--- config.mk ---
export PLATFORM = sky130hd
export DESIGN_NAME = trap_sequencer
export DESIGN_NICKNAME = d
export VERILOG_FILES = /design/src/rtl/trap_pkg.sv /design/src/rtl/trap_cause_dp.sv /design/src/rtl/trap_ctrl.sv /design/src/rtl/trap_sequencer.sv
export SDC_FILE = /design/constraint.sdc
export NUM_CORES = 1
export LEC_CHECK = 0
export ABC_AREA = 1
export BUFFER_PORTS_ARGS = -buffer_cell sky130_fd_sc_hd__buf_2
export CAP_MARGIN = 20
export CORE_AREA = 2 2 39 41
export DETAILED_ROUTE_END_ITERATION = 7
export DIE_AREA = 0 0 41 43
export GPL_ROUTABILITY_DRIVEN = 0
export SLEW_MARGIN = 20
export SYNTH_ARGS = -nofsm -noshare
export SYNTH_HDL_FRONTEND = slang
export SYNTH_HIERARCHICAL = 1
export SYNTH_SLANG_ARGS = --single-unit
--- constraint.sdc ---
create_clock -name clk -period 1 [get_ports clk]
set_input_delay 0.25 -clock clk [delete_from_list [all_inputs] [get_ports clk]]
set_output_delay 0.25 -clock clk [all_outputs]
set_load 0.01 [all_outputs]
--- src/rtl/trap_pkg.sv ---
package trap_pkg;
  typedef struct packed {
    logic causeHold;
  } trap_ctrl_t;
endpackage

--- src/rtl/trap_cause_dp.sv ---
module trap_cause_dp #(
  parameter int NSRC = 4
) (
  input  logic                clk,
  input  logic                rstN,
  input  logic [NSRC-1:0]     trapSrc,
  input  trap_pkg::trap_ctrl_t ctrl,
  output logic                anySrc,
  output logic [NSRC-1:0]     cause
);
  assign anySrc = |trapSrc;

  always_ff @(posedge clk) begin
    if (!rstN)
      cause <= '0;
    else if (!ctrl.causeHold)
      cause <= trapSrc;
  end
endmodule

--- src/rtl/trap_ctrl.sv ---
module trap_ctrl #(
  parameter int EXIT_LEN = 2
) (
  input  logic                 clk,
  input  logic                 rstN,
  input  logic                 anySrc,
  input  logic                 enSet,
  input  logic                 freezeClr,
  input  logic                 exitStart,
  output logic                 abortWb,
  output logic                 backupStrobe,
  output logic                 freezeRegs,
  output logic                 freezeDly,
  output logic                 trapEn,
  output logic                 exitBusy,
  output trap_pkg::trap_ctrl_t ctrl
);
  localparam int CW = $clog2(EXIT_LEN + 1);
  localparam logic [CW-1:0] LEN = CW'(EXIT_LEN);

  logic [CW-1:0] exitCnt;
  logic          trapReq;
  logic          exitDone;

  assign trapReq  = anySrc && trapEn;
  assign abortWb  = trapReq;
  assign exitBusy = (exitCnt != '0);
  assign exitDone = (exitCnt == CW'(1));
  assign ctrl.causeHold = freezeDly;

  always_ff @(posedge clk) begin
    if (!rstN) begin
      trapEn       <= 1'b1;
      backupStrobe <= 1'b0;
      freezeRegs   <= 1'b0;
      freezeDly    <= 1'b0;
      exitCnt      <= '0;
    end else begin
      backupStrobe <= trapReq;
      freezeDly    <= freezeRegs;

      if (trapReq)        freezeRegs <= 1'b1;
      else if (freezeClr) freezeRegs <= 1'b0;

      if (exitBusy)       exitCnt <= exitCnt - CW'(1);
      else if (exitStart) exitCnt <= LEN;

      if (trapReq)                  trapEn <= 1'b0;
      else if (exitDone || enSet)   trapEn <= 1'b1;
    end
  end
endmodule

--- src/rtl/trap_sequencer.sv ---
module trap_sequencer #(
  parameter int NSRC     = 4,
  parameter int EXIT_LEN = 2
) (
  input  logic            clk,
  input  logic            rstN,
  input  logic [NSRC-1:0] trapSrc,
  input  logic            enSet,
  input  logic            freezeClr,
  input  logic            exitStart,
  output logic            abortWb,
  output logic            backupStrobe,
  output logic            freezeRegs,
  output logic            freezeDly,
  output logic            trapEn,
  output logic            exitBusy,
  output logic [NSRC-1:0] cause
);
  trap_pkg::trap_ctrl_t ctrl;
  logic anySrc;

  trap_ctrl #(.EXIT_LEN(EXIT_LEN)) u_ctrl (
    .clk(clk), .rstN(rstN), .anySrc(anySrc), .enSet(enSet),
    .freezeClr(freezeClr), .exitStart(exitStart), .abortWb(abortWb),
    .backupStrobe(backupStrobe), .freezeRegs(freezeRegs),
    .freezeDly(freezeDly), .trapEn(trapEn), .exitBusy(exitBusy), .ctrl(ctrl)
  );

  trap_cause_dp #(.NSRC(NSRC)) u_dp (
    .clk(clk), .rstN(rstN), .trapSrc(trapSrc), .ctrl(ctrl),
    .anySrc(anySrc), .cause(cause)
  );
endmodule

==> flow_summary.toml, run 1 <==
[worst_setup_path]
crit_type = "reg2out"
required_ns = 0.75
cp.arrival_ns = 0.95
max_stage_delay_ns = 0.34
start_kind = "flip-flop"
worstPathMaxFanout = 2
path_depth = 4
r2r_slack_ns = 0.04
crit_buf_inv = 3
cp_top_family = "flip-flops"
startpoint = "u_ctrl/exitCnt[0]"
slowest_stage = "dfxtp_2"
r2r_cells = 6
path_cells = "inv_2 -> ha_4 -> inv_4 -> buf_6"
endpoint = "exitBusy"
critPathCaptureType = "output pin"
worstReg2RegStart = "u_ctrl/exitCnt[0]"
r2r_end = "u_ctrl/exitCnt[1]"

[routing]
vias = 450
drc = 0
drt_iter0_drc = 4
viasPerCell = 4.25
route.final.wire_length_microns = 952
post_drt_wl_per_cell_microns = 8.98
ant_nets = 0
drtPass1Iterations = 2

[yosys]
synth_top_family_by_area = "simple AND/OR/NAND/NOR gates"
ys_ff_latch = 10
synth_warnings = 6
muxShareOfSynthArea_pct = 0
synthAdderAreaFrac_pct = 8.50
netlist_area_sq_um = 442
synthCells = 62
synth_area_leaders = "dfxtp_1 (45%), nor2_1 (14%), nand2_1 (11%), ha_1 (8.5%), inv_1 (8.5%)"
ys_types = 12
synth_top_area_cell = "dfxtp_1"
synth_compound_area_share_pct = 2.55
synthArstFlopShare_pct = 0
synth_nets = 74
synth_edf_count = 0
synth-xor-area-share_pct = 0
synth-simple-area-share_pct = 29.2
yosysMostFrequentCell = "nor2_1"
syn_avg_cell_area_sq_um = 7.12
synthFlopType = "dfxtp_1"
synth_common_cells = "nor2_1 (17), nand2_1 (13), dfxtp_1 (10), inv_1 (10), ha_1 (3)"
synth_top_cell_area_share_pct = 45.3
ys_seq_area_share_pct = 45.3

[timing]
grt_setup_unrepaired = "yes"
post-route-worst-setup-slack_ns = -0.204
skew_ns = 0.00287
setup_violations = 2
min_period_ns = 1.20
fin_crit_sh_pct = 120
relSlewSlack_pct = 88.4
tightest_slew_ns = 0.173
max_freq_mhz = 830
slew_viol_final = 0
hold_viol = 0

[clock_network]
holdBufCountCts = 0
htree_levels = 1
clk_path_buf_depth = 2
numClockSinks = 10
cts_tree = "yes"
cts.clk_slew.worst_paths_ns = 0.06
clk-insertion-delay-late_ns = 0.26
cts_root_buf = "clkbuf_4"
cts_made_buffers = 3

[layout]
layout-drive-gt1-share_pct = 57.8
area_growth_pct = 62.0
diodes = 0
final_nets = 103
final_util_pct = 51.7
final_area_sq_um = 716

[grt]
grt_max_degree = 9
overflow = 0
grt_pass1_wl_microns = 1290
grt_pass1_vias = 337
grt_usage_pct = 11.4
antenna_found_initial = 0

[power_and_ir_drop]
p_leak_uw = 0.000376
totalPowerFinal_uw = 1430
power_density_nw_per_um2 = 1990
vdd_drop_max_uv = 920

[floorplanning]
die_h_microns = 43
die_w_microns = 41
io_pins = 19
start_util_pct = 31.9
die_area_sq_um = 1760
num_rows = 14
coreArea_sq_um = 1380

[worst_hold_path]
hp-class = "in2reg"

[placed_design]
portBuffers = 18
dpl.hpwl_microns = 640
dpl_cell_area_sq_um = 571

[run]
max_cap_violations = 0

[status]
violations = "negative setup slack"
outcome = "finished, violations left"
## cell usage in the layout (no fill, tap or decap)
cell / count
nor2_1: 15
buf_2: 13
nand2_1: 11
dfxtp_2: 8
buf_4: 8
inv_1: 7
buf_6: 5
inv_2: 4
clkbuf_4: 3
nor2_2: 3
nand2_2: 2
ha_4: 2
dfxtp_1: 2
clkbuf_8: 1
inv_4: 1
a21oi_1: 1
nand3_2: 1
nand3_1: 1
o22ai_1: 1
ha_2: 1
## cell type report
cell class | count | area (sq um)
repair buffers | 26 | 181
clock buffers | 4 | 36.3
fillers | 150 | 668
multi-input cells | 38 | 220
inverters | 12 | 47.5
flip-flops and latches | 10 | 210
well taps | 16 | 20.0
## state kept, by name (all words and copies together), names as in the netlist
register	cells
u_ctrl/backupStrobe	1
u_ctrl/ctrl	1
u_ctrl/exitCnt	2
u_ctrl/freezeRegs	1
u_ctrl/trapEn	1
u_dp/cause	4
## per-stage QoR
stage	hold slack, ns	instances	setup WS [ns]	setup TNS (ns)
floorplan	0.364	62	0.0595	0
detailed placement	0.443	99	-0.0454	-0.0556
global placement	0.442	99	-0.0384	-0.0440
CTS	0.169	106	-0.218	-0.300
global route	0.164	106	-0.260	-0.419
finish	0.174	106	-0.204	-0.271
## metal layers
metal  GRT usage, %  share of wire (%)  up-vias
li1               -                  -      235
met4           6.00                2.0        0
met3           6.28                5.5        2
met5              0                  0        -
met2           16.6                 50       14
met1           12.7                 43      199
## repair_timing
| action | in CTS | in global routing |
|---|---|---|
| gates resized for setup | 11 | 16 |
| setup buffers | 3 | 1 |
| pin swaps | 3 | 4 |
| cloned | 0 | 0 |
| endpoints found under the setup margin | 3 | 11 |
## logic make-up after synthesis
group | count (synthesis)
compound gates | 2
fa+ha+maj | 3
buf+inv | 14
flops | 10
simple gates | 33
## where the power goes
| group | switching [uW] | total [uW] | leakage (uW) | internal [uW] |
|---|---|---|---|---|
| Combinational | 262 | 565 | 0.000270 | 304 |
| Clock | 141 | 362 | 0.0000210 | 221 |
| Sequential | 33.3 | 498 | 0.0000852 | 465 |
| Total | 436 | 1430 | 0.000376 | 990 |
## worst min-delay path by stage
| stage | startpoint | end | slack [ns] | depth (start not counted) |
|---|---|---|---|---|
| global route | freezeClr | u_ctrl/freezeRegs | 0.16 | 2 |
| detailed placement | u_ctrl/freezeRegs | u_ctrl/ctrl | 0.44 | 2 |
| CTS | freezeClr | u_ctrl/freezeRegs | 0.17 | 2 |
| finish | freezeClr | u_ctrl/freezeRegs | 0.17 | 2 |
| floorplan | freezeClr | u_ctrl/freezeRegs | 0.36 | 1 |
| global placement | u_ctrl/freezeRegs | u_ctrl/ctrl | 0.44 | 2 |
No activity file was read; power rests on OpenSTA's default activity.
==> run 2, diff against run 1 <==
- RECOVER_POWER: not set -> 100
==> flow_summary.toml, run 2 (synthesis gave the netlist of run 1 again) <==
[status]
outcome = "finished, violations left"
violations = "negative setup slack"

[clock_network]
numClockSinks = 10
htree_levels = 1
cts_root_buf = "clkbuf_4"
clk-insertion-delay-late_ns = 0.27
cts_made_buffers = 3
holdBufCountCts = 0
cts_tree = "yes"
cts.clk_slew.worst_paths_ns = 0.06
clk_path_buf_depth = 2

[layout]
top_regs = "u_dp/cause x4, u_ctrl/exitCnt x2"
final_util_pct = 51.2
final_cell_mix = "nor2_1 (16), buf_2 (12), nand2_1 (11)"
layout-drive-gt1-share_pct = 54.4
area_growth_pct = 60.3
diodes = 0
largest_reg_flops = 4
final_nets = 103
largest_register = "u_dp/cause"
instances_no_fill = 106
final_common_cell = "nor2_1"

[worst_setup_path]
r2r_slack_ns = 0.01
path_cells = "inv_2 -> ha_4 -> inv_4 -> buf_6"
crit_type = "reg2out"
r2r_end = "u_ctrl/trapEn"
start_kind = "flip-flop"
cp_top_family = "flip-flops"
max_stage_delay_ns = 0.34
cp.arrival_ns = 0.95
worstPathMaxFanout = 2
slowest_stage = "dfxtp_2"
r2r_cells = 5
required_ns = 0.75
crit_buf_inv = 3
critPathCaptureType = "output pin"
worstReg2RegStart = "u_ctrl/trapEn"

[routing]
viasPerCell = 4.26
vias = 452
post_drt_wl_per_cell_microns = 8.96
drtPass1Iterations = 4
drc = 0
route.final.wire_length_microns = 950
ant_nets = 0
drt_iter0_drc = 4

[power_and_ir_drop]
vdd_drop_max_uv = 920
power_density_nw_per_um2 = 2010
p_leak_uw = 0.000375

[grt]
grt_pass1_wl_microns = 1290
grt_max_degree = 9
grt_usage_pct = 11.4
grt_pass1_vias = 337
overflow = 0
antenna_found_initial = 0

[floorplanning]
io_pins = 19
die_h_microns = 43
num_rows = 14
die_w_microns = 41
coreArea_sq_um = 1380
die_area_sq_um = 1760
start_util_pct = 31.9

[timing]
post-route-worst-setup-slack_ns = -0.204
min_period_ns = 1.20
grt_setup_unrepaired = "yes"
slew_viol_final = 0
fin_setup_tns_ns = -0.341
hold_viol = 0
tightest_slew_ns = 0.170
fin_crit_sh_pct = 120
setup_violations = 3
max_freq_mhz = 830
relSlewSlack_pct = 88.7
skew_ns = 0.00498

[worst_hold_path]
min_from = "freezeClr"
hp-class = "in2reg"
min_to = "u_ctrl/freezeRegs"
min_path_cells = 2

[run]
max_cap_violations = 0

[placed_design]
dpl_worst_slack_ns = -0.0454
dpl.hpwl_microns = 640
portBuffers = 18
dp.cells = 99
-- run 2: per-stage QoR --
step / cell area [sq um] / hold WS (ns) / total power (uW)
after floorplan: 442 / 0.364 / 710
after global placement: 571 / 0.442 / 856
after detailed placement: 571 / 0.443 / 861
after CTS: 667 / 0.169 / 1360
after global routing: 708 / 0.164 / 1550
final: 708 / 0.175 / 1420
-- run 2: area by class of cell --
type / instances / area, sq um
well taps: 16 / 20.0
inverters: 12 / 47.5
flip-flops and latches: 10 / 208
clock buffers: 4 / 36.3
multi-input cells: 38 / 218
fillers: 154 / 676
repair buffers: 26 / 179
-- run 2: how the worst max path moves through the flow --
| stage | start | depth (start not counted) | endpoint | slack, ns |
|---|---|---|---|---|
| after global placement | u_ctrl/exitCnt[0] | 4 | exitBusy | -0.04 |
| after global routing | u_ctrl/exitCnt[0] | 4 | exitBusy | -0.26 |
| after floorplan | u_ctrl/exitCnt[0] | 6 | u_ctrl/exitCnt[0] | 0.06 |
| after detailed placement | u_ctrl/exitCnt[0] | 4 | exitBusy | -0.05 |
| after CTS | u_ctrl/exitCnt[0] | 4 | exitBusy | -0.22 |
| final | u_ctrl/exitCnt[0] | 4 | exitBusy | -0.20 |
-- run 2: worst reg2reg max path, stage by stage, from the launching register on --
cell	delay (ns)
dfxtp_1	0.39
nand2_2	0.08
buf_4	0.13
buf_4	0.12
nor2_1	0.12
a21oi_1	0.05
-- run 2: repair_timing --
action,in CTS,in global routing
buffers inserted,3,1
setup endpoints to repair,3,11
pin swaps,3,4
resized for setup,11,16
-- run 2: power by group --
part	switching (uW)	internal, uW
Clock	144	221
Combinational	260	301
Sequential	33.3	463
-- run 2: per-layer routing --
metal	vias up	track usage, %	part of all wire [%]
met4	0	6.00	2.0
met1	201	12.7	43
met2	14	16.6	50
met3	2	6.28	5.5
met5	-	0	0
li1	235	-	-
==> run 3, diff against run 2 <==
- RECOVER_POWER: 100 -> 50
- clock period: 1 -> 1.1 ns (I/O delays scaled with it)
==> flow_summary.toml, run 3 (synthesis gave the netlist of run 1 again) <==
[placed_design]
dpl.hpwl_microns = 642
dp.cells = 97
dpl_worst_slack_ns = 0.0150
portBuffers = 18

[floorplanning]
coreArea_sq_um = 1380
die_area_sq_um = 1760
io_pins = 19
die_h_microns = 43
start_util_pct = 31.9
num_rows = 14
die_w_microns = 41

[routing]
dr_wl_met2_microns = 384
viasPerCell = 3.94
ant_nets = 0
post_drt_wl_per_cell_microns = 8.15
route.final.wire_length_microns = 856
vias = 414
routed.top_layer = "met3"
drt_iter0_drc = 14
met3_wirelength_microns = 70
wl_met1_microns = 400
drtPass1Iterations = 4
drc = 0

[worst_setup_path]
start_kind = "flip-flop"
startpoint = "u_ctrl/exitCnt[0]"
required_ns = 0.82
worstReg2RegStart = "u_ctrl/exitCnt[1]"
critPathCaptureType = "output pin"
cp.arrival_ns = 0.95
worstPathMaxFanout = 2
crit_type = "reg2out"

[clock_network]
cts_made_buffers = 3
clk_path_buf_depth = 2
clk-insertion-delay-late_ns = 0.26
cts_tree = "yes"
htree_levels = 1
holdBufCountCts = 0
cts.clk_slew.worst_paths_ns = 0.07
numClockSinks = 10
cts_root_buf = "clkbuf_4"

[worst_hold_path]
hp-class = "in2reg"
min_from = "freezeClr"

[grt]
grt_pass1_wl_microns = 1290
grt_usage_pct = 11.2
grt_max_degree = 9
grt_pass1_vias = 334
antenna_found_initial = 0
overflow = 0

[layout]
largest_reg_flops = 4
area_growth_pct = 46.2
largest_register = "u_dp/cause"
instances_no_fill = 105
final_util_pct = 46.7
final_cell_mix = "buf_2 (16), nor2_1 (16), nand2_1 (12)"
top_regs = "u_dp/cause x4, u_ctrl/exitCnt x2"
final_nets = 102
layout-drive-gt1-share_pct = 42.7
diodes = 0

[run]
max_cap_violations = 0

[timing]
relSlewSlack_pct = 79.4
min_period_ns = 1.22
fin_crit_sh_pct = 111
grt_setup_unrepaired = "yes"
hold_viol = 0
hold_slack_ns = 0.211
post-route-worst-setup-slack_ns = -0.123
setup_violations = 2
skew_ns = 0.00173
max_freq_mhz = 818
slew_viol_final = 0
tightest_slew_ns = 0.309

[status]
violations = "negative setup slack"
outcome = "finished, violations left"

[power_and_ir_drop]
totalPowerFinal_uw = 1210
vdd_drop_max_uv = 684
p_leak_uw = 0.000352
power_density_nw_per_um2 = 1880
## run 3: worst paths after layout
path / endpoint / slack [ns] / depth (start not counted)
worst max-delay path: exitBusy / -0.12 / 4
worst min-delay path: u_ctrl/freezeRegs / 0.21 / 2
worst max register to register: u_ctrl/trapEn / 0.05 / 6
worst min register to register: u_ctrl/ctrl / 0.46 / 2
## run 3: final cells by class
| class | count | area, sq um |
|---|---|---|
| fill | 158 | 738 |
| sequential | 10 | 203 |
| multi-input combinational | 38 | 198 |
| timing repair buffer | 25 | 144 |
| inverter | 12 | 45.0 |
| clock buffer | 4 | 36.3 |
| tap | 16 | 20.0 |
## run 3: routing by layer
layer  global-route usage, %  vias up
li1                        -      233
met1                    13.0      169
met2                    15.6       12
met3                    4.71        0
met4                    8.00        0
met5                       0        -
## run 3: stage by stage
stage,TNS [ns],area [sq um]
2_1_floorplan,0,442
3_3_place_gp,0,556
3_5_place_dp,0,556
4_1_cts,-0.139,639
5_1_grt,-0.338,646
6_report,-0.166,646
## run 3: where the power goes
part,switching [uW],internal (uW),total [uW]
Combinational,202,234,436
Clock,126,201,327
Sequential,29.5,418,448
## run 3: timing repair
action	in CTS	in global routing
resized for setup	9	2
buffers inserted	3	1
cloned	0	0
pin swaps	1	3
endpoints found under the setup margin	2	5
## run 3: critical path: stages, from the launching register on
cell,delay (ns)
dfxtp_2,0.34
inv_2,0.05
ha_4,0.15
inv_2,0.05
buf_6,0.09
